File: config.mk
export PLATFORM = sky130hd
export DESIGN_NAME = hp_slot_ctrl
export DESIGN_NICKNAME = d
export VERILOG_FILES = /design/src/rtl/hp_slot_pkg.sv /design/src/rtl/hp_slot_wdec.sv /design/src/rtl/hp_slot_cond.sv /design/src/rtl/hp_slot_core.sv /design/src/rtl/hp_slot_ctrl.sv
export SDC_FILE = /design/constraint.sdc
export NUM_CORES = 1
export LEC_CHECK = 0
export BUFFER_PORTS_ARGS = -buffer_cell sky130_fd_sc_hd__clkbuf_2
export CAP_MARGIN = 20
export CORE_MARGIN = 2
export CORE_UTILIZATION = 35
export CTS_CLUSTER_SIZE = 24
export DETAILED_ROUTE_END_ITERATION = 7
export GPL_TIMING_DRIVEN = 0
export HOLD_SLACK_MARGIN = 0.06
export PLACE_DENSITY = 0.7
export SLEW_MARGIN = 20
export SYNTH_ARGS = -nofsm -noshare
export SYNTH_HDL_FRONTEND = slang
export SYNTH_HIERARCHICAL = 1
export SYNTH_SLANG_ARGS = --single-unit
File: constraint.sdc
create_clock -name clk -period 2.65 [get_ports clk]
set_input_delay 0.265 -clock clk [delete_from_list [all_inputs] [get_ports clk]]
set_output_delay 0.265 -clock clk [all_outputs]
set_load 0.02 [all_outputs]
File: src/rtl/hp_slot_pkg.sv
package hp_slot_pkg;

    localparam int HALF_W = 16;

    // event bit positions (shared by control enables and status events)
    localparam int EV_BTN  = 0;
    localparam int EV_PRSC = 3;
    localparam int EV_DONE = 4;
    localparam int EV_N    = 5;

    // control fields
    localparam int CTL_IRQ_EN = 5;
    localparam int CTL_ATTN   = 6;
    localparam int CTL_PIND   = 8;
    localparam int CTL_PWR    = 10;
    localparam int CTL_LOCK   = 11;

    // status fields
    localparam int STS_PRES = 6;
    localparam int STS_LOCK = 7;

    localparam logic [EV_N-1:0] EV_SUPPORTED = 5'b11001;
    localparam logic [1:0]      IND_ON       = 2'b01;
    localparam logic [1:0]      IND_OFF      = 2'b11;

    typedef struct packed {
        logic              hit;
        logic              ctl_touch;
        logic              sts_touch;
        logic [HALF_W-1:0] ctl_mask;
        logic [HALF_W-1:0] ctl_data;
        logic [HALF_W-1:0] sts_clr;
    } slot_wr_t;

    typedef struct packed {
        logic [HALF_W-1:0] ctl;
        logic [HALF_W-1:0] sts;
        logic              cond;
        logic              intx;
        logic              msg;
        logic              detach;
        logic              busy;
    } slot_state_t;

endpackage

File: src/rtl/hp_slot_wdec.sv
module hp_slot_wdec
    import hp_slot_pkg::*;
#(
    parameter int              ADDR_W    = 10,
    parameter logic [ADDR_W-1:0] SLOT_ADDR = 10'h006
) (
    input  logic              wr_en,
    input  logic [ADDR_W-1:0] wr_addr,
    input  logic [3:0]        wr_be,
    input  logic [31:0]       wr_data,
    output slot_wr_t          wr_dec
);

    localparam int NBYTES = 4;

    logic [31:0] byte_mask;

    generate
        for (genvar b = 0; b < NBYTES; b++) begin : g_byte
            assign byte_mask[8*b +: 8] = {8{wr_be[b]}};
        end
    endgenerate

    always_comb begin
        wr_dec.hit       = wr_en && (wr_addr == SLOT_ADDR);
        wr_dec.ctl_touch = |wr_be[1:0];
        wr_dec.sts_touch = |wr_be[3:2];
        wr_dec.ctl_mask  = byte_mask[15:0];
        wr_dec.ctl_data  = wr_data[15:0];
        wr_dec.sts_clr   = wr_data[31:16] & byte_mask[31:16];
    end

endmodule

File: src/rtl/hp_slot_cond.sv
module hp_slot_cond
    import hp_slot_pkg::*;
(
    input  logic            irq_en,
    input  logic [EV_N-1:0] ev_en,
    input  logic [EV_N-1:0] ev_sts,
    output logic            cond
);

    always_comb begin
        cond = irq_en && |(ev_en & ev_sts & EV_SUPPORTED);
    end

endmodule

File: src/rtl/hp_slot_core.sv
module hp_slot_core
    import hp_slot_pkg::*;
#(
    parameter int VEC_W        = 5,
    parameter bit HAS_PWR_CTRL = 1'b1
) (
    input  logic              clk,
    input  logic              rst_n,
    input  logic              card_present,
    input  slot_wr_t          wr_dec,
    input  logic              hot_add,
    input  logic              remove_req,
    input  logic              msi_en,
    input  logic [VEC_W-1:0]  irq_vec,
    output logic [HALF_W-1:0] ctl_q,
    output logic [HALF_W-1:0] sts_q,
    output logic              intx,
    output logic              msg_valid,
    output logic [VEC_W-1:0]  msg_vec,
    output logic              detach_req,
    output logic              busy
);

    localparam logic [HALF_W-1:0] EN_WMASK  = 16'(EV_SUPPORTED) | (16'd1 << CTL_IRQ_EN);
    localparam logic [HALF_W-1:0] IND_WMASK = 16'(2'b11) << CTL_ATTN;
    localparam logic [HALF_W-1:0] PWR_WMASK = HAS_PWR_CTRL ?
                                              ((16'(2'b11) << CTL_PIND) | (16'd1 << CTL_PWR)) : '0;
    localparam logic [HALF_W-1:0] CTL_WMASK = EN_WMASK | IND_WMASK | PWR_WMASK;

    slot_state_t       st_d, st_q, st_rst;
    logic [VEC_W-1:0]  vec_d, vec_q;
    logic [HALF_W-1:0] wmask;
    logic              cond_next;
    logic              locked;
    logic              pwr_off_cmd;

    // reset image depends on slot occupancy
    always_comb begin
        st_rst                      = '0;
        st_rst.ctl[CTL_ATTN +: 2]   = IND_OFF;
        st_rst.ctl[CTL_PIND +: 2]   = (HAS_PWR_CTRL && card_present) ? IND_ON : IND_OFF;
        st_rst.sts[STS_PRES]        = card_present;
    end

    always_comb begin
        st_d        = st_q;
        st_d.msg    = 1'b0;
        st_d.detach = 1'b0;
        st_d.busy   = 1'b0;
        locked      = st_q.sts[STS_LOCK];
        wmask       = wr_dec.ctl_mask & CTL_WMASK;
        pwr_off_cmd = wr_dec.ctl_mask[CTL_PWR] && wr_dec.ctl_data[CTL_PWR] &&
                      wr_dec.ctl_mask[CTL_PIND] &&
                      (wr_dec.ctl_data[CTL_PIND +: 2] == IND_OFF);

        // status clears come first
        if (wr_dec.hit && wr_dec.sts_touch) begin
            st_d.sts[EV_N-1:0] = st_d.sts[EV_N-1:0] & ~(wr_dec.sts_clr[EV_N-1:0] & EV_SUPPORTED);
        end

        // a control write is one command
        if (wr_dec.hit && wr_dec.ctl_touch) begin
            st_d.ctl = (st_q.ctl & ~wmask) | (wr_dec.ctl_data & wmask);
            if (wr_dec.ctl_mask[CTL_LOCK] && wr_dec.ctl_data[CTL_LOCK]) begin
                st_d.sts[STS_LOCK] = ~st_q.sts[STS_LOCK];
            end
            if (st_q.sts[STS_PRES] && pwr_off_cmd) begin
                st_d.detach         = 1'b1;
                st_d.sts[STS_PRES]  = 1'b0;
                st_d.sts[EV_PRSC]   = 1'b1;
            end
            st_d.sts[EV_DONE] = 1'b1;
        end

        // external slot events
        if (hot_add) begin
            if (locked) begin
                st_d.busy = 1'b1;
            end else begin
                st_d.sts[STS_PRES] = 1'b1;
                st_d.sts[EV_PRSC]  = 1'b1;
                st_d.sts[EV_BTN]   = 1'b1;
            end
        end
        if (remove_req) begin
            if (locked) begin
                st_d.busy = 1'b1;
            end else begin
                st_d.sts[EV_BTN] = 1'b1;
            end
        end

        // notification on condition change only
        st_d.cond = cond_next;
        st_d.msg  = msi_en && (cond_next != st_q.cond);
        st_d.intx = msi_en ? st_q.intx : cond_next;
        vec_d     = st_d.msg ? irq_vec : vec_q;
    end

    hp_slot_cond i_cond (
        .irq_en (st_d.ctl[CTL_IRQ_EN]),
        .ev_en  (st_d.ctl[EV_N-1:0]),
        .ev_sts (st_d.sts[EV_N-1:0]),
        .cond   (cond_next)
    );

    always_ff @(posedge clk) begin
        if (!rst_n) begin
            st_q  <= st_rst;
            vec_q <= '0;
        end else begin
            st_q  <= st_d;
            vec_q <= vec_d;
        end
    end

    assign ctl_q      = st_q.ctl;
    assign sts_q      = st_q.sts;
    assign intx       = st_q.intx;
    assign msg_valid  = st_q.msg;
    assign msg_vec    = vec_q;
    assign detach_req = st_q.detach;
    assign busy       = st_q.busy;

endmodule

File: src/rtl/hp_slot_ctrl.sv
module hp_slot_ctrl
    import hp_slot_pkg::*;
#(
    parameter int                ADDR_W       = 10,
    parameter logic [ADDR_W-1:0] SLOT_ADDR    = 10'h006,
    parameter int                VEC_W        = 5,
    parameter bit                HAS_PWR_CTRL = 1'b1
) (
    input  logic              clk,
    input  logic              rst_n,
    input  logic              card_present,
    input  logic              wr_en,
    input  logic [ADDR_W-1:0] wr_addr,
    input  logic [3:0]        wr_be,
    input  logic [31:0]       wr_data,
    input  logic [ADDR_W-1:0] rd_addr,
    output logic [31:0]       rd_data,
    input  logic              hot_add,
    input  logic              remove_req,
    input  logic              msi_en,
    input  logic [VEC_W-1:0]  irq_vec,
    output logic              intx,
    output logic              msg_valid,
    output logic [VEC_W-1:0]  msg_vec,
    output logic              detach_req,
    output logic              busy
);

    slot_wr_t          wr_dec;
    logic              wr_hit;
    logic [HALF_W-1:0] ctl_q;
    logic [HALF_W-1:0] sts_q;

    hp_slot_wdec #(
        .ADDR_W    (ADDR_W),
        .SLOT_ADDR (SLOT_ADDR)
    ) i_wdec (
        .wr_en   (wr_en),
        .wr_addr (wr_addr),
        .wr_be   (wr_be),
        .wr_data (wr_data),
        .wr_dec  (wr_dec)
    );

    hp_slot_core #(
        .VEC_W        (VEC_W),
        .HAS_PWR_CTRL (HAS_PWR_CTRL)
    ) i_core (
        .clk          (clk),
        .rst_n        (rst_n),
        .card_present (card_present),
        .wr_dec       (wr_dec),
        .hot_add      (hot_add),
        .remove_req   (remove_req),
        .msi_en       (msi_en),
        .irq_vec      (irq_vec),
        .ctl_q        (ctl_q),
        .sts_q        (sts_q),
        .intx         (intx),
        .msg_valid    (msg_valid),
        .msg_vec      (msg_vec),
        .detach_req   (detach_req),
        .busy         (busy)
    );

    assign wr_hit  = wr_dec.hit;
    assign rd_data = (rd_addr == SLOT_ADDR) ? {sts_q, ctl_q} : 32'h0;

endmodule

==> results by group <==
Detailed routing
  • Wirelength per Cell: 11.0 um
  • Vias: 1707
  • Iter 0 DRT Violations: 43
  • Via density per instance: 4.21
  • Pre-antenna DRT Iters: 4
  • Overall routed net length: 4450 um
  • Number of remaining DRC errors: 0
  • Antenna violation net count after detailed routing: 0

Layout
  • Most common library cell in the layout ignoring fill and taps: clkbuf_2
  • Post-layout utilization of the core: 45.5%
  • Share of final-layout standard cells stronger than drive strength 1: 51.2%
  • Relative area change from synthesis to final layout: 24.9%
  • Commonest non-fill, non-tap cells in the layout: 60 x clkbuf_2, 53 x buf_4, 35 x inv_1
  • Layout net count: 399
  • N_diodes: 0
  • Post-route design area: 0.00269 mm2

Power and ir drop
  • Portion of total power attributed to the clock network: 37.5%
  • Reported net switching power: 204 uW
  • Sw Ratio: 23.6%
  • Cell Pwr Density: 321 mW/mm2
  • Static Leak: 1.18 nW
  • Worst ir drop on vdd: 0.232 mV
  • Combinational share of power: 19.1%
  • Internal power contribution: 660 uW
  • Power consumption: 865 uW
  • Sequential share of power: 43.4%

Worst hold path
  • Tightest Hold Check Type: input port to flip-flop

Critical path
  • Buffers and inverters on the worst path: 3
  • Top cell family by delay on the critical path: simple AND/OR/NAND/NOR gates
  • Biggest fanout along the worst timing path: 10
  • Worst Setup Path Type: input port to flip-flop
  • Cell-by-cell listing of the critical path: clkbuf_2 -> nor4bb_1 -> and3_2 -> buf_6 -> nand3_4 -> or3_4 -> nand3_1 -> a222oi_1 -> nor2b_1 -> xor2_1 -> and2_1 -> buf_2 -> mux2i_1
  • CP required: 2.85 ns
  • Critical-path top delay cell: or3_4
  • Crit end category: flip-flop
  • Critical path launch point type: input port
  • Crit-path max cell delay: 0.36 ns
  • Arrival time at the worst endpoint: 2.65 ns

Clocking
  • Cts bufs inserted: 3
  • Number of sinks handled by clock tree synthesis: 24
  • Clock tree from TritonCTS: done
  • CTS H-tree lvls: 1
  • Clock-pin slew on the worst setup and hold paths: 0.09 ns
  • Later-pin clock latency in the skew report: 0.27 ns
  • Hold-fix buffers at CTS: 0
  • Maximum number of buffers from clock root to sink: 2
  • Post-cts resize count: 0
  • Master cell of the clock root buffer: clkbuf_8
  • Postcts setup bufs: 0

Logic synthesis
  • Cell area after technology mapping: 0.00215 mm2
  • Cells after Synth: 249
  • Average size of a mapped cell: 8.65 um2
  • YS warnings: 6

Placed design
  • Post-DP Area: 0.00261 mm2
  • Number of input and output port buffers inserted: 60
  • Routability Congestion: 0.756
  • Dpl hpwl: 3610 um

Global routing
  • Number of global-route vias before repair: 1554
  • Initial antenna violation count: 0
  • Largest net degree at the start of global routing: 15
  • Wire length of the first global-routing pass: 6820 um
  • Overall routing resource usage: 12.9%
  • Overflow left after global routing: 0

STA
  • Final setup violating endpoints: 0
  • Setup repair after global routing missed its margin: false
  • Time the worst path needs with I/O delays and setup: 2.45 ns
  • Total count of max-transition violations in the final report: 0
  • Final critical-path share of the clock period: 92.6%
  • Worst Clk Skew: 0.00245 ns
  • Rel. slew slack: 37.1%
  • Pin slew with the least headroom to its limit: 0.935 ns
  • Final hold viol count: 0
  • Fmax achieved: 0.408 GHz

Die
  • Effective utilization at floorplan: 36.4%
  • Core area: 0.00592 mm2
  • Die span in x: 82.5 um
  • Number of core rows: 28
  • Count of boundary I/O pins: 109
  • Die Footprint: 0.00680 mm2
  • Die boundary height: 82.5 um

Flow run
  • # Max-Cap Violations: 0

Run status
  • Outcome: complete, no violations
==> layer usage <==
metal	part of all wire [%]	routed length, um	up-vias	track usage, %
li1	-	-	917	-
met1	40	1770	725	15.0
met2	50	2230	61	22.7
met3	9.1	403	4	3.15
met4	1.0	46	0	5.00
met5	0	0	-	0
==> worst paths after layout <==
check        slack, ns               startpoint                        endpoint  cells past startpoint
max               0.20               wr_addr[4]  i_core/msg_vec[4]$_SDFFE_PN0P_                     13
min               0.21               wr_data[6]                       flip-flop                      3
max reg2reg       0.64  i_core/sts_q[6]$_DFF_P_  i_core/msg_vec[4]$_SDFFE_PN0P_                      9
min reg2reg       0.46                flip-flop                       flip-flop                      2
==> layout make-up <==
| type | instances | area [um2] |
|---|---|---|
| fill | 592 | 3230 |
| multi-input combinational | 138 | 1070 |
| buffer | 69 | 527 |
| sequential | 24 | 500 |
| timing repair buffer | 60 | 300 |
| inverter | 35 | 131 |
| tap | 75 | 93.8 |
| clock buffer | 3 | 41.3 |
| clock inverter | 1 | 30.0 |
==> tightest hold or removal path: cells and delay by family <==
family	cells	cell delay, ns
buf+inv	1	0.08
mux	1	0.05
simple gates	1	0.05
==> power by group through the flow <==
stage | registers, mW | clock network, mW | logic [mW]
after floorplan | 0.382 | 0 | 0.121
after global placement | 0.383 | 0 | 0.161
after detailed placement | 0.383 | 0 | 0.164
after CTS | 0.375 | 0.331 | 0.165
after global routing | 0.376 | 0.347 | 0.184
final | 0.375 | 0.325 | 0.165
==> stage by stage <==
step	worst slack, ns	hold WS, ns	std cells	TNS, ns
floorplan	0.325	0.406	266	0
global placement	-0.121	0.443	401	-0.544
detailed placement	-0.174	0.451	401	-0.711
CTS	0.117	0.204	405	0
global route	0.0252	0.206	405	0
finish	0.197	0.206	405	0
(Power assumes the default switching activity.)
